==> src/rtl/sr_pkg.sv <==
package sr_pkg;
  localparam int unsigned DW   = 8;
  localparam int unsigned NIB  = 4;
  localparam int unsigned BIW  = $clog2(DW);
  localparam int unsigned OPW  = 4;

  localparam int unsigned C_POS  = 0;
  localparam int unsigned DC_POS = 1;
  localparam int unsigned Z_POS  = 2;
  localparam int unsigned PD_POS = 3;
  localparam int unsigned TO_POS = 4;

  typedef enum logic [OPW-1:0] {
    OP_ADD  = 4'd0,
    OP_SUB  = 4'd1,
    OP_AND  = 4'd2,
    OP_OR   = 4'd3,
    OP_XOR  = 4'd4,
    OP_CLR  = 4'd5,
    OP_RLC  = 4'd6,
    OP_RRC  = 4'd7,
    OP_BSET = 4'd8,
    OP_BCLR = 4'd9,
    OP_SWAP = 4'd10,
    OP_MOVW = 4'd11,
    OP_PS0  = 4'd12,
    OP_PS1  = 4'd13,
    OP_PS2  = 4'd14,
    OP_PS3  = 4'd15
  } alu_op_e;

  typedef struct packed {
    logic z;
    logic dc;
    logic c;
  } flags_t;
endpackage

==> src/rtl/sr_flag_calc.sv <==
module sr_flag_calc
  import sr_pkg::*;
#(
  parameter int unsigned W = DW
) (
  input  alu_op_e                op,
  input  logic [W-1:0]           opa,
  input  logic [W-1:0]           opf,
  input  logic [$clog2(W)-1:0]   bidx,
  input  logic                   c_in,
  output logic [W-1:0]           res,
  output flags_t                 flg,
  output flags_t                 aff,
  output logic                   flag_op
);
  localparam logic [W-1:0] ONE = {{(W-1){1'b0}}, 1'b1};

  logic [W:0]     sum;
  logic [NIB:0]   lsum;
  logic [W-1:0]   addend;
  logic           cin0;
  logic           rot_sel;
  logic           rot_c;
  logic [W-1:0]   bmask;

  // shared adder: subtract is file + ~acc + 1
  always_comb begin
    cin0   = (op == OP_SUB);
    addend = cin0 ? ~opa : opa;
    sum    = {1'b0, opf} + {1'b0, addend} + {{W{1'b0}}, cin0};
    lsum   = {1'b0, opf[NIB-1:0]} + {1'b0, addend[NIB-1:0]} + {{NIB{1'b0}}, cin0};
    bmask  = ONE << bidx;
  end

  always_comb begin
    res     = opf;
    aff     = '0;
    rot_sel = 1'b0;
    rot_c   = 1'b0;
    unique case (op)
      OP_ADD, OP_SUB: begin
        res = sum[W-1:0];
        aff = '{z: 1'b1, dc: 1'b1, c: 1'b1};
      end
      OP_AND: begin res = opa & opf; aff.z = 1'b1; end
      OP_OR:  begin res = opa | opf; aff.z = 1'b1; end
      OP_XOR: begin res = opa ^ opf; aff.z = 1'b1; end
      OP_CLR: begin res = '0;        aff.z = 1'b1; end
      OP_RLC: begin
        res     = {opf[W-2:0], c_in};
        aff.c   = 1'b1;
        rot_sel = 1'b1;
        rot_c   = opf[W-1];
      end
      OP_RRC: begin
        res     = {c_in, opf[W-1:1]};
        aff.c   = 1'b1;
        rot_sel = 1'b1;
        rot_c   = opf[0];
      end
      OP_BSET: res = opf | bmask;
      OP_BCLR: res = opf & ~bmask;
      OP_SWAP: res = {opf[NIB-1:0], opf[W-1:NIB]};
      OP_MOVW: res = opa;
      default: res = opf;
    endcase
    flag_op = |aff;
    flg.z   = ~|res;
    flg.dc  = lsum[NIB];
    flg.c   = rot_sel ? rot_c : sum[W];
  end
endmodule

==> src/rtl/sr_flag_reg.sv <==
module sr_flag_reg
  import sr_pkg::*;
(
  input  logic       clk,
  input  logic       rst_n,
  input  logic       en,
  input  logic       flag_op,
  input  logic       dst_st,
  input  flags_t     aff,
  input  flags_t     flg,
  input  logic [2:0] wr_bits,
  output flags_t     q
);
  flags_t q_n;

  always_comb begin
    q_n = q;
    if (flag_op) begin
      if (aff.z)  q_n.z  = flg.z;
      if (aff.dc) q_n.dc = flg.dc;
      if (aff.c)  q_n.c  = flg.c;
    end else if (dst_st) begin
      q_n = flags_t'(wr_bits);
    end
  end

  always_ff @(posedge clk or negedge rst_n) begin
    if (!rst_n)  q <= '0;
    else if (en) q <= q_n;
  end

  // an idle cycle holds the arithmetic flags
  a_r7_idle_hold: assert property (@(posedge clk) disable iff (!rst_n)
    !en |=> $stable(q));

  // a flag op that does not produce C cannot touch C, even through a status write
  a_r8_c_guarded: assert property (@(posedge clk) disable iff (!rst_n)
    (en && flag_op && !aff.c) |=> $stable(q.c));
endmodule

==> src/rtl/sr_pwr_bits.sv <==
module sr_pwr_bits (
  input  logic clk,
  input  logic rst_n,
  input  logic clr,
  input  logic slp,
  input  logic expire,
  output logic to_q,
  output logic pd_q
);
  logic ev;
  logic to_n;
  logic pd_n;

  always_comb begin
    ev   = clr | slp | expire;
    to_n = expire ? 1'b0 : 1'b1;
    pd_n = slp ? 1'b0 : (clr ? 1'b1 : pd_q);
  end

  always_ff @(posedge clk or negedge rst_n) begin
    if (!rst_n) begin
      to_q <= 1'b1;
      pd_q <= 1'b1;
    end else if (ev) begin
      to_q <= to_n;
      pd_q <= pd_n;
    end
  end

  a_r10_no_event_hold: assert property (@(posedge clk) disable iff (!rst_n)
    !(clr || slp || expire) |=> ($stable(to_q) && $stable(pd_q)));

  a_r10_sleep_marks: assert property (@(posedge clk) disable iff (!rst_n)
    (slp && !expire) |=> (to_q && !pd_q));

  a_r11_expire_wins: assert property (@(posedge clk) disable iff (!rst_n)
    expire |=> !to_q);

  a_r11_sleep_over_clear: assert property (@(posedge clk) disable iff (!rst_n)
    (slp && clr) |=> !pd_q);
endmodule

==> src/rtl/sr_status_unit.sv <==
module sr_status_unit
  import sr_pkg::*;
(
  input  logic        clk,
  input  logic        rst_n,
  input  logic        op_valid,
  input  logic [3:0]  op_code,
  input  logic [7:0]  acc_in,
  input  logic [7:0]  file_in,
  input  logic [2:0]  bit_idx,
  input  logic        dst_status,
  input  logic        wdt_clear,
  input  logic        sleep_enter,
  input  logic        wdt_expire,
  output logic [7:0]  result,
  output logic [7:0]  status_q
);
  logic [1:0] rst_pipe;
  logic       rst_ns;
  alu_op_e    op_e;
  logic [DW-1:0] f_opnd;
  flags_t     flg;
  flags_t     aff;
  flags_t     fq;
  logic       flag_op;
  logic       to_q;
  logic       pd_q;

  // asynchronous assert, synchronous release
  always_ff @(posedge clk or negedge rst_n) begin
    if (!rst_n) rst_pipe <= '0;
    else        rst_pipe <= {rst_pipe[0], 1'b1};
  end
  assign rst_ns = rst_pipe[1];

  assign op_e   = alu_op_e'(op_code);
  assign f_opnd = dst_status ? status_q : file_in;

  sr_flag_calc #(.W(DW)) u_calc (
    .op      (op_e),
    .opa     (acc_in),
    .opf     (f_opnd),
    .bidx    (bit_idx),
    .c_in    (fq.c),
    .res     (result),
    .flg     (flg),
    .aff     (aff),
    .flag_op (flag_op)
  );

  sr_flag_reg u_flags (
    .clk     (clk),
    .rst_n   (rst_ns),
    .en      (op_valid),
    .flag_op (flag_op),
    .dst_st  (dst_status),
    .aff     (aff),
    .flg     (flg),
    .wr_bits (result[2:0]),
    .q       (fq)
  );

  sr_pwr_bits u_pwr (
    .clk    (clk),
    .rst_n  (rst_ns),
    .clr    (wdt_clear),
    .slp    (sleep_enter),
    .expire (wdt_expire),
    .to_q   (to_q),
    .pd_q   (pd_q)
  );

  assign status_q = {3'b000, to_q, pd_q, fq.z, fq.dc, fq.c};

  a_r3_add_carry: assert property (@(posedge clk) disable iff (!rst_ns)
    (op_valid && op_e == OP_ADD) |=>
      status_q[C_POS] == $past(({1'b0, acc_in} + {1'b0, f_opnd}) > 9'd255));

  a_r4_sub_no_borrow: assert property (@(posedge clk) disable iff (!rst_ns)
    (op_valid && op_e == OP_SUB) |=> status_q[C_POS] == $past(f_opnd >= acc_in));

  a_r5_rlc_carry: assert property (@(posedge clk) disable iff (!rst_ns)
    (op_valid && op_e == OP_RLC) |=> status_q[C_POS] == $past(f_opnd[DW-1]));

  a_r9_plain_write: assert property (@(posedge clk) disable iff (!rst_ns)
    (op_valid && dst_status && op_code[3]) |=> status_q[2:0] == $past(result[2:0]));
endmodule

==> config.mk <==
export PLATFORM = sky130hd
export DESIGN_NAME = sr_status_unit
export DESIGN_NICKNAME = d
export VERILOG_FILES = /design/src/rtl/sr_pkg.sv /design/src/rtl/sr_flag_calc.sv /design/src/rtl/sr_flag_reg.sv /design/src/rtl/sr_pwr_bits.sv /design/src/rtl/sr_status_unit.sv
export SDC_FILE = /design/constraint.sdc
export NUM_CORES = 1
export LEC_CHECK = 0
export ABC_CLOCK_PERIOD_IN_PS = 7900
export BUFFER_PORTS_ARGS = -buffer_cell sky130_fd_sc_hd__clkbuf_2
export CAP_MARGIN = 30
export CORE_MARGIN = 3
export CORE_UTILIZATION = 60
export CTS_BUF_LIST = sky130_fd_sc_hd__clkbuf_2
export CTS_CLUSTER_DIAMETER = 50
export DETAILED_ROUTE_END_ITERATION = 7
export GPL_ROUTABILITY_DRIVEN = 1
export PLACE_DENSITY_LB_ADDON = 0.2
export SLEW_MARGIN = 20
export SYNTH_ARGS = -nofsm -noshare
export SYNTH_HDL_FRONTEND = slang
export SYNTH_SLANG_ARGS = --single-unit
==> constraint.sdc <==
create_clock -name clk -period 7.9 [get_ports clk]
set_clock_uncertainty 0.1 [all_clocks]
set_input_delay 0.395 -clock clk [delete_from_list [all_inputs] [get_ports clk]]
set_output_delay 0.395 -clock clk [all_outputs]
set_load 0.03 [all_outputs]
## Word-level counts from Yosys, hierarchy flattened

Index checks and enable logic that the tools add are counted.

- Register bits: 7
- Output and inout bits: 16
- Logic and storage cells: 65

- Add/subtract/negate cells: 4
- Equality and inequality tests: 14
- Shifts and indexed selects: 1
- Mux-type cells: 17
- Bitwise operators: 9
- Reductions and logical operators: 14

Operators with widths:

| kind | count |
|---|---|
| $pmux W8 S11 | 1 |
| $and A8 B8 Y8 | 2 |
| $eq A4 B3 Y1 const B | 4 |
| $eq A4 B4 Y1 const B | 4 |
| $mux W8 | 2 |
| $not A8 Y8 | 2 |
| $or A8 B8 Y8 | 2 |
| $mux W1 | 11 |
| $add A8 B8 Y9 | 1 |
| $add A9 B1 Y9 | 1 |
| $reduce_and A3 Y1 | 3 |
| $eq A4 B2 Y1 const B | 2 |
| $reduce_or A8 Y1 | 1 |
| $shl A1 B3 Y8 const A | 1 |
| $xor A8 B8 Y8 | 1 |
| $mux W3 | 2 |
| $ne A2 B2 Y1 const B | 3 |
| $reduce_or A6 Y1 | 1 |
| $add A4 B4 Y5 | 1 |
| $add A5 B1 Y5 | 1 |
| $eq A4 B1 Y1 const B | 1 |
| $logic_not A4 Y1 | 1 |
| $reduce_bool A2 Y1 | 2 |
| $reduce_or A2 Y1 | 2 |
| 6 further kinds | 7 |

## Logic depth before layout (Yosys ltp)

Gate-level depths: netlist of run 1.

- Word-level depth: 9
- Mapped depth: 12
- Depth with buffers taken out: 11

## Cells and area by module

From an unflattened synthesis of run 1, not the netlist that was laid out.

- Cells, all modules: 250
- Area, all modules: 1830.5 um2

By module, submodules not included:

| module | times used | cells each | area an instance (um2) |
|---|---|---|---|
| sr_flag_calc | 1 | 210 | 1358.8 |
| sr_status_unit | 1 | 18 | 207.7 |
| sr_flag_reg | 1 | 16 | 195.2 |
| sr_pwr_bits | 1 | 6 | 68.8 |

## Worst setup path after synthesis of run 1

OpenSTA, ideal clock, no wires.

- Path kind: in2reg
- Start point: input port op_code[1]
- End point: register u_flags.q[2] in the netlist's numbering
- Library setup time: 95 ps
- Arrival: 3381 ps
- Data required time: 7705 ps
- Slack: 4324 ps
- Stages on the path: 12
- Path buffers: 1
- Path through: nor4b_1 clkbuf_1 xor2_1 fa_1 xor2_1 a22oi_1 nand4_1 a221o_1 nor4_1 nand4_1 or4_1 o31ai_2

- Longest elaborated chain between the ends: 9
- Elaborated cells on any way between the ends: 31
- Those cells by class: add/sub (2); eq/ne (12); mux (8); reduce/logical (9)

Ends and longest elaborated chain:

| element | line | RTL |
|---|---|---|
| start, declared | sr_status_unit.sv:7 | `input logic [3:0] op_code,` |
| $eq A4 B1 Y1 | sr_flag_calc.sv:28, sr_flag_calc.sv:40 |  |
| $mux W8 | sr_flag_calc.sv:29 | `addend = cin0 ? ~opa : opa;` |
| $add A8 B8 Y9 | sr_flag_calc.sv:30 | `sum = {1'b0, opf} + {1'b0, addend} + {{W{1'b0}}, cin0};` |
| $add A9 B1 Y9 | sr_flag_calc.sv:30 |  |
| $pmux W8 S11 * | sr_flag_calc.sv:40 | `unique case (op)` |
| net result[2] | sr_status_unit.sv:15 | `output logic [7:0] result,` |
| $reduce_or A8 Y1 | sr_flag_calc.sv:68 | `flg.z = ~\|res;` |
| $logic_not A1 Y1 | sr_flag_calc.sv:68 |  |
| $mux W1 | sr_flag_reg.sv:19 | `if (aff.z) q_n.z = flg.z;` |
| $mux W3 * | sr_flag_reg.sv:18 | `if (flag_op) begin` |
| end signal, assigned | sr_flag_reg.sv:29 | `else if (en) q <= q_n;` |
| end, declared | sr_flag_reg.sv:12 | `output flags_t q` |

The timed path passes the listed nets; every way through them passes the cells marked *. The select of a mux whose other input is x is not followed.
A chain may end at the register's enable or synchronous reset.

## Final worst setup path of run 1

- Start point: input port op_code[0]
- End point: output port result[7]

- Longest elaborated chain between the ends: 5
- Elaborated cells on any way between the ends: 17
- Those cells by class: add/sub (2); eq/ne (11); mux (2); reduce/logical (2)

Ends and longest elaborated chain:

| element | line |
|---|---|
| $eq A4 B1 Y1 | sr_flag_calc.sv:28, sr_flag_calc.sv:40 |
| $mux W8 | sr_flag_calc.sv:29 |
| $add A8 B8 Y9 | sr_flag_calc.sv:30 |
| $add A9 B1 Y9 | sr_flag_calc.sv:30 |
| $pmux W8 S11 * | sr_flag_calc.sv:40 |
| end, declared | sr_status_unit.sv:15 |

Mark *: on every way between the ends. The rest lies on a longest branch, timed or not.

==> summary.txt, run 1 <==
Max-slew violation count: 0
Slowest stage cell, crit path: nor4b_2
YS warnings: 0
Clock Tree Buf Depth: 2
Total setup buffers inserted after CTS: 0
Post-synthesis xor/xnor area fraction: 6.64%
Main combinational cell family by area after synthesis: compound AO/OA/AOI/OAI gates
Initial Utilization: 64.7%
Clock power frac: 11.2%
Clk sinks: 7
Die area: 0.00378 sq mm
Top-count cell post-synth: nand2_1
Layout cells sized above 1: 23.0%
Slew HR: 34.8%
Cells after synthesis: 259
Total CTS buffers: 3
Post-synth top cells: 23 x nand2_1, 18 x nor2_1, 18 x o21ai_0
Max cap viols: 0
N_diodes: 0
Top cell type's share of synthesized area: 6.78%
Core area: 0.00285 sq mm
Crit. End Element: output port
Fmax: 238 MHz
CTS resizes: 0
Critical path type: in -> out
Static leakage: 0.908 nW
Initial antenna violation count: 0
Peak supply drop: 0.0000787 V
CTS root buf: clkbuf_2
Final hold violations: 0
Die X: 61.5 um
DP Worst Slack: 3490 ps
Synth Area in Compound Gates: 35.3%
Nets: 327
CTS tree: yes
Cell family with most CP delay: compound AO/OA/AOI/OAI gates
Port bufs: 42
Synthesized area per cell: 7.13 sq um
Tcrit/Tclk final: 53.2%
Yosys reg bits: 7
DRC marker count from the first detailed-route iteration: 321
Number of hold buffers added after CTS: 2
Power Internal: 0.115 mW
Routed WL per cell: 19.2 um
Via count: 2285
I/O pin total: 46
Global-route wire length before repair: 9790 um
Synth Area in Adders: 6.51%
Largest net degree at the start of global routing: 32
Worst skew pair latency: 240 ps
Vias in the first global route: 2035
Sw power: 0.129 mW
Synth Area in Simple Gates: 27.1%
CP max stage delay: 490 ps
Most used DFF post-synth: dfrtp_1
Final setup fails: 0
Distinct cell type count of the synthesized netlist: 68
Overflow left after global routing: 0
Critical Path AT: 3710 ps
Worst path bufs/invs: 3
Post-Synthesis Cell Area: 0.00185 sq mm
GP Congestion: 0.995
Drt first pass iters: 5
Row count: 19
# DRC: 0
Hpwl dp: 4560 um
GRT Util Overall: 33.9%
Drt total wl: 6110 um
WP data required: 7400 ps
Synth area leaders: dfrtp_1 6.8%, ha_1 5.4%, o21ai_0 4.9%, xor2_1 4.7%, nand2_1 4.7%
Worst slew pin tran: 965 ps
Final Worst Setup Slack: 3700 ps
Number of synthesized flops with an enable pin: 0
Pwr Density: 120 mW/mm^2
Combinational fraction of design power: 69.8%
Vias per cell: 7.19
Setup repair after global routing missed its margin: no
Worst setup SP type: input port
Area leader, netlist: dfrtp_1
Register area share after synthesis: 9.63%
Switching Share: 52.8%
Max Fanout on Critical Path: 29
Portion of netlist area occupied by mux cells: 5.49%
Worst Hold Class: reg -> async
Worst path cell trace: clkbuf_2 > nor4b_2 > buf_2 > xor2_1 > ha_1 > a21o_1 > or3_1 > a31o_2 > a31o_2 > a21oi_1 > xnor2_1 > a21o_1 > clkbuf_2
Reg power frac: 19.1%
Final min period: 4200 ps
Fin Setup TNS: 0 ps
Max H-tree Level: 1
Final core occ: 71.2%
Final ANT Viol Nets: 0
Async set or reset register ratio after synthesis: 100%
Outcome: completed
Layout Area Growth over Synthesis: 10.1%
Die height: 61.5 um
Clock-pin slew on the worst setup and hold paths: 70 ps
per-stage QoR:
step	hold slack [ps]	cell area [sq um]	total power, mW	instances
after floorplan	-47.6	1850	0.170	261
after global placement	-26.2	1990	0.211	311
after detailed placement	-28.7	1990	0.213	311
after CTS	121	2030	0.241	317
after global routing	138	2030	0.263	318
final	130	2030	0.245	318
state kept, by name, summed over array words and instances, names as in the netlist:
register	count
u_flags.q	3
rst_pipe	2
u_pwr.pd_q	1
u_pwr.to_q	1
worst paths after layout:
| path | from | endpoint | slack [ps] | cells past startpoint |
|---|---|---|---|---|
| max in group asynchronous | rst_pipe[1] | u_flags.q[0] | 6980 | 1 |
| max reg2reg | u_flags.q[0] | u_flags.q[2] | 4410 | 11 |
| min reg2reg | rst_pipe[1] | u_pwr.pd_q | 130 | 0 |
| min in group clk | wdt_expire | u_pwr.to_q | 180 | 2 |
| max | op_code[0] | result[7] | 3700 | 13 |
| min | rst_pipe[1] | u_pwr.pd_q | 130 | 0 |
logic make-up (layout without fill, tap and decap cells):
family	count (synthesis)	count (layout)
flip-flops	7	7
other	2	4
adder cells (fa/ha/maj)	9	9
buffers and inverters	34	60
multiplexers	8	8
AND/OR/NAND/NOR	94	94
XOR/XNOR	14	14
AO/OA/AOI/OAI	91	91
area by class of cell:
class                      count  area [sq um]
multi-input combinational    220          1520
timing repair buffer          46           243
tap                           31          38.8
clock buffer                   4          20.0
fill                         276           821
sequential                     7           178
inverter                      10          37.5
layout by cell type (no fill, tap or decap), types with 8 or more instances in the layout:
master	count
clkbuf_2	46
nand2_1	23
nor2_1	18
o21ai_0	18
a21oi_1	13
nand3_1	11
xor2_1	10
inv_1	9
nor3_1	8
ha_1	8
power groups by stage:
stage          logic [mW]  registers (mW)  clock network (mW)
6_report            0.171          0.0466              0.0273
5_1_grt             0.185          0.0473              0.0305
4_1_cts             0.167          0.0465              0.0280
3_5_place_dp        0.165          0.0474                   0
3_3_place_gp        0.164          0.0471                   0
2_1_floorplan       0.120          0.0497                   0
routing by layer:
metal | GRT usage [%] | wire [um] | vias up
met1 | 47.1 | 2270 | 1014
met4 | 10.6 | 293 | 0
li1 | - | - | 1035
met2 | 53.0 | 2750 | 196
met5 | 0 | 0 | -
met3 | 6.50 | 805 | 40
(Power assumes the default switching activity.)
==> run 2, diff against run 1 <==
ABC_CLOCK_PERIOD_IN_PS = 3600   (was 7900)
CORE_UTILIZATION = 51   (was 60)
clock period = 3.6 ns   (was 7.9 ns; I/O delays follow)
==> run 2 against run 1 <==
- utilization fell by 8.7 points
- first-iteration DRC count shrank 28%
- clock power increased by 110%
- register-to-register slack got worse by 4200 ps
- total power increased by 130%
- worst setup slack got worse by 3500 ps
- routed wire length is 4.1% higher
- via count shrank 0.18%
- non-clock buffer count rose by 9
- clock-buffer cell count unchanged
- highest routed layer unchanged
==> summary.txt, run 2 (same netlist as run 1, synthesis figures left out) <==
Worst Setup EP: u_flags.q[2]
Tcrit/Tclk final: 93.9%
Clock-pin slew on the worst setup and hold paths: 80 ps (about the same)
Worst setup SP type: flop
Critical path type: reg -> reg
Setup repair after global routing missed its margin: no
Worst slew pin tran: 871 ps (-93.8 ps)
Largest register FFs: 3 (unchanged)
Clock power frac: 10.6% (-0.6 points)
Clock Tree Buf Depth: 2 (unchanged)
Total CTS buffers: 3 (unchanged)
Final ANT Viol Nets: 0 (unchanged)
DP Worst Slack: 192 ps (-3300 ps)
Routed WL per cell: 18.6 um (-3.2%)
Port bufs: 42 (unchanged)
Commonest non-fill, non-tap cell in the layout: clkbuf_2
Hpwl dp: 4750 um (+4.0%)
Sw power: 0.290 mW (+120%)
Final min period: 3380 ps
Worst Hold Class: in -> reg
# DRC: 0 (unchanged)
Layout Area Growth over Synthesis: 15.7%
Fmax: 296 MHz
Switching Share: 52.3% (-0.57 points)
Nets: 336 (+2.8%)
Slew HR: 41.2% (+6.3 points)
I/O pin total: 46 (unchanged)
Via count: 2281 (-0.18%)
GP Congestion: 0.968 (-2.7%)
Final setup fails: 0 (unchanged)
Outcome: completed
Reg2Reg Depth: 11 (unchanged)
Row count: 21 (+2)
GRT Util Overall: 28.9% (-5.1 points)
Most frequent cells in the layout: 46 x clkbuf_2, 23 x nand2_1, 18 x nor2_1, 18 x o21ai_0, 13 x a21oi_1
Total power: 0.555 mW (+130%)
Critical Path AT: 3440 ps (-270 ps)
Largest net degree at the start of global routing: 31 (-3.1%)
Drt total wl: 6370 um (+4.1%)
Reg-to-Reg End: u_flags.q[2]
Top Registers: u_flags.q: 3 flops, rst_pipe: 2 flops
Combinational fraction of design power: 71.5% (+1.7 points)
Core area: 0.00342 sq mm (+20%)
Total of fill cells in the finished design: 336 (+22%)
Max cap viols: 0 (unchanged)
Reg power frac: 18.0% (-1.1 points)
Die height: 66.2 um (+7.6%)
Crit. End Element: flop
R2R setup slack: 220 ps (-4190 ps)
Layout cells sized above 1: 24.7% (+1.7 points)
Die X: 66.2 um (+7.6%)
Power Internal: 0.265 mW (+130%)
Final Worst Setup Slack: 219 ps (-3480 ps)
Max Fanout on Critical Path: 5 (-83%)
Max-slew violation count: 0 (unchanged)
Fin Setup TNS: 0 ps (unchanged)
Initial antenna violation count: 0 (unchanged)
Overflow left after global routing: 0 (unchanged)
Max H-tree Level: 1 (unchanged)
N_diodes: 0 (unchanged)
DRC marker count from the first detailed-route iteration: 230 (-28%)
Global-route wire length before repair: 9830 um (+0.42%)
Vias per cell: 6.67 (-7.2%)
CTS tree: yes
CTS root buf: clkbuf_2
Final hold violations: 0 (unchanged)
Vias in the first global route: 1960 (-3.7%)
Initial Utilization: 54.0% (-11 points)
Reg-to-Reg Start: u_flags.q[0]
Drt first pass iters: 8 (+3)
WP data required: 3650 ps (-3750 ps)
Static leakage: 0.952 nW (+4.8%)
Worst skew pair latency: 240 ps (about the same)
Pwr Density: 260 mW/mm^2 (+120%)
Hold_sp: wdt_clear
Die area: 0.00438 sq mm (+16%)
CP startpoint: u_flags.q[0]
Clk sinks: 7 (unchanged)
Peak supply drop: 0.000266 V (+240%)
Reg with most FFs: u_flags.q
## run 2: layout make-up
cell class,count,area [sq um],area share (%)
well taps,46,57.6,2.70
clock buffers,4,20.0,0.938
inverters,10,37.5,1.76
multi-input cells,220,1520,71.4
flip-flops and latches,7,178,8.32
repair buffers,55,318,14.9
## run 2: how the worst min path moves through the flow
stage | to | slack, ps | depth (start not counted)
floorplan | rst_pipe[0] | -220 | 0
global placement | rst_pipe[1] | -130 | 1
detailed placement | rst_pipe[1] | -130 | 1
CTS | u_pwr.pd_q | 40 | 3
global route | u_pwr.pd_q | 40 | 3
finish | u_pwr.pd_q | 50 | 3
## run 2: critical path, cell delays in order (launching register included)
cell and delay (ps):
dfrtp_1 380, mux2_2 330, mux2_4 300, fa_1 410, xor2_1 160, a22oi_1 140, nand4_1 120, a221o_1 320
nor4_1 300, nand4_1 130, or4_1 420, o31ai_2 180
## run 2: repair_timing
item | 4_1_cts | 5_1_grt
hold buffers | 4 | 0
endpoints found under the setup margin | 0 | 1
buffers inserted | 0 | 0
endpoints found under the hold margin | 7 | 0
resized for setup | 0 | 1
## run 2: power by group through the flow
stage	Clock (mW)	Combinational, mW	Sequential (mW)
4_1_cts	0.0612	0.386	0.0986
2_1_floorplan	0	0.264	0.109
3_3_place_gp	0	0.380	0.100
3_5_place_dp	0	0.380	0.101
6_report	0.0586	0.397	0.0998
5_1_grt	0.0667	0.425	0.101
## run 2: stage by stage
step                instances  utilization [%]  hold slack (ps)  cell area [sq um]
floorplan                 261                -             -216               1850
global placement          334             60.5             -134               2070
detailed placement        334             60.5             -134               2070
CTS                       342             62.2             36.6               2130
global route              342             62.5             42.3               2130
finish                    342             62.5             54.4               2130
## run 2: per-layer routing
layer	track usage [%]	vias up	wire length, um
met5	0	-	0
met4	6.85	0	154
met3	7.31	21	758
met2	44.1	163	2800
met1	40.4	1038	2660
li1	-	1059	-
==> run 3, diff against run 2 <==
CORE_UTILIZATION = 25   (was 51)
==> run 3 against run 2 <==
- final area rose by 2.9%
- non-clock buffer count rose by 1
- sequential share of layout area fell by 0.23 points
- routed wire length rose by 9.6%
- clock-buffer cell count did not move
- worst setup slack got worse by 56 ps
- combinational power rose by 1%
- die area rose by 93%
- critical path depth rose by 1
- clock power fell by 3.8%
- total power rose by 0.22%
- flip-flop and latch count did not move
==> summary.txt, run 3 (same netlist as run 1, synthesis figures left out) <==
DP Worst Slack: 234 ps (+41.2 ps)
Final hold violations: 0 (unchanged)
Largest net degree at the start of global routing: 31 (unchanged)
Critical Path AT: 3160 ps (-280 ps)
Nets: 337 (+0.30%)
CP max stage delay: 420 ps (about the same)
Max H-tree Level: 1 (unchanged)
Outcome: completed
I/O pin total: 46 (unchanged)
CTS resizes: 0 (unchanged)
Commonest non-fill, non-tap cell in the layout: clkbuf_2
Drt total wl: 6980 um (+9.6%)
Row count: 30 (+43%)
Hpwl dp: 5530 um (+17%)
Most frequent cells in the layout: 46 x clkbuf_2, 23 x nand2_1, 18 x nor2_1, 18 x o21ai_0, 13 x a21oi_1
Clock-pin slew on the worst setup and hold paths: 70 ps (about the same)
Fin Setup TNS: 0 ps (unchanged)
Initial Utilization: 26.4% (-28 points)
Reg-to-Reg End: u_flags.q[2]
Core area: 0.00698 sq mm (+100%)
Port bufs: 42 (unchanged)
CTS root buf: clkbuf_2
Pwr Density: 253 mW/mm^2 (-2.6%)
Worst setup SP type: flop
Critical path type: reg -> out
Final setup fails: 0 (unchanged)
M1 GR Usage: 24.6% (-16 points)
Die X: 91.9 um (+39%)
Reg-to-Reg Start: u_flags.q[0]
Worst Hold Class: in -> reg
GRT Util Overall: 16.9% (-12 points)
Vias in the first global route: 2132 (+8.8%)
Final Worst Setup Slack: 163 ps (-56.0 ps)
Total CTS buffers: 3 (unchanged)
Dpl cells: 385 (+15%)
Clk sinks: 7 (unchanged)
Drt first pass iters: 5 (-3)
Total power: 0.556 mW (+0.22%)
Initial antenna violation count: 0 (unchanged)
Hold Path Depth: 3 (unchanged)
N_diodes: 0 (unchanged)
Most Used Layer, Global Route: met2
# DRC: 0 (unchanged)
Clock Tree Buf Depth: 2 (unchanged)
Tcrit/Tclk final: 95.5% (+1.6 points)
Multi-input gate area: 0.00152 sq mm (-0.57%)
Setup repair after global routing missed its margin: no
Max-slew violation count: 0 (unchanged)
DRC marker count from the first detailed-route iteration: 293 (+27%)
Die area: 0.00845 sq mm (+93%)
Final min period: 3440 ps (+56.0 ps)
Number of hold buffers added after CTS: 4 (unchanged)
Worst slew pin tran: 942 ps (+71.5 ps)
Die height: 91.9 um (+39%)
Slew HR: 36.3% (-4.8 points)
Routed WL per cell: 17.8 um (-4.6%)
Crit. End Element: output port
Reg with most FFs: u_flags.q
Vias per cell: 5.59 (-16%)
Layout Area Growth over Synthesis: 19.0%
Fmax: 291 MHz (-1.6%)
Total of fill cells in the finished design: 778 (+130%)
Final Non-Filler Cells: 393 (+15%)
CTS tree: yes
Global-route track usage on met3: 1.56% (-5.8 points)
Slowest stage cell, crit path: dfrtp_1
Sequential standard cell area: 178 sq um (unchanged)
Max Fanout on Critical Path: 6 (+1)
Hold Crit Endpoint: u_pwr.pd_q
Global-route wire length before repair: 11700 um (+19%)
Hold_sp: wdt_clear
Worst skew pair latency: 220 ps (-20 ps)
GP Congestion: 0.867 (-10%)
Overflow left after global routing: 0 (unchanged)
Top Registers: u_flags.q: 3 flops, rst_pipe: 2 flops
Peak supply drop: 0.0000667 V (-75%)
Largest register FFs: 3 (unchanged)
Final ANT Viol Nets: 0 (unchanged)
Max cap viols: 0 (unchanged)
Reg2Reg Depth: 11 (unchanged)
GR Util met2: 28.0% (-16 points)
WP data required: 3320 ps (-330 ps)
Worst path cell trace: mux2i_2 > inv_1 > buf_4 > ha_1 > a21o_1 > or3_1 > a31o_2 > a31o_2 > a21oi_1 > xnor2_1 > a21o_1 > clkbuf_2
Total setup buffers inserted after CTS: 0 (unchanged)
Static leakage: 0.955 nW (+0.39%)
R2R setup slack: 290 ps (+70 ps)
Layout cells sized above 1: 24.9% (+0.25 points)
Via count: 2197 (-3.7%)
## run 3: critical path: cells and delay by family (launching register included)
kind | cells | cell delay [ps]
AO/OA/AOI/OAI | 5 | 1020
XOR/XNOR | 1 | 130
adder cells (fa/ha/maj) | 1 | 200
buffers and inverters | 3 | 550
flip-flops | 1 | 420
multiplexers | 1 | 320
AND/OR/NAND/NOR | 1 | 310
## run 3: cell type report
| class | count | share of cell area (%) |
|---|---|---|
| well taps | 96 | 5.47 |
| repair buffers | 56 | 14.8 |
| flip-flops and latches | 7 | 8.09 |
| inverters | 10 | 1.71 |
| multi-input cells | 220 | 69.0 |
| clock buffers | 4 | 0.912 |
## run 3: how the worst max path moves through the flow
stage / startpoint / endpoint / slack [ps] / depth (start not counted)
2_1_floorplan: op_code[1] / u_flags.q[2] / 240 / 12
5_1_grt: u_flags.q[1] / result[7] / 8 / 12
6_report: u_flags.q[1] / result[7] / 160 / 12
3_5_place_dp: op_code[1] / u_flags.q[2] / 230 / 12
4_1_cts: u_flags.q[1] / result[7] / 130 / 12
3_3_place_gp: op_code[1] / u_flags.q[2] / 280 / 12
## run 3: power breakdown
group          leakage, nW  internal [mW]  switching [mW]
combinational        0.857          0.147           0.254
clock               0.0166         0.0295          0.0269
sequential          0.0814         0.0897         0.00901
## run 3: layer usage
metal	up-vias	share of wire, %
li1	1057	-
met1	1031	46
met2	103	47
met3	6	6.2
met4	0	1.0
met5	-	0
## run 3: through the flow
stage / cell area [sq um] / hold WS (ps) / utilization [%]
2_1_floorplan: 1850 / -216 / -
3_3_place_gp: 2140 / -132 / 30.6
3_5_place_dp: 2140 / -132 / 30.6
4_1_cts: 2200 / 46.4 / 31.5
5_1_grt: 2200 / 47.0 / 31.5
6_report: 2200 / 61.5 / 31.5
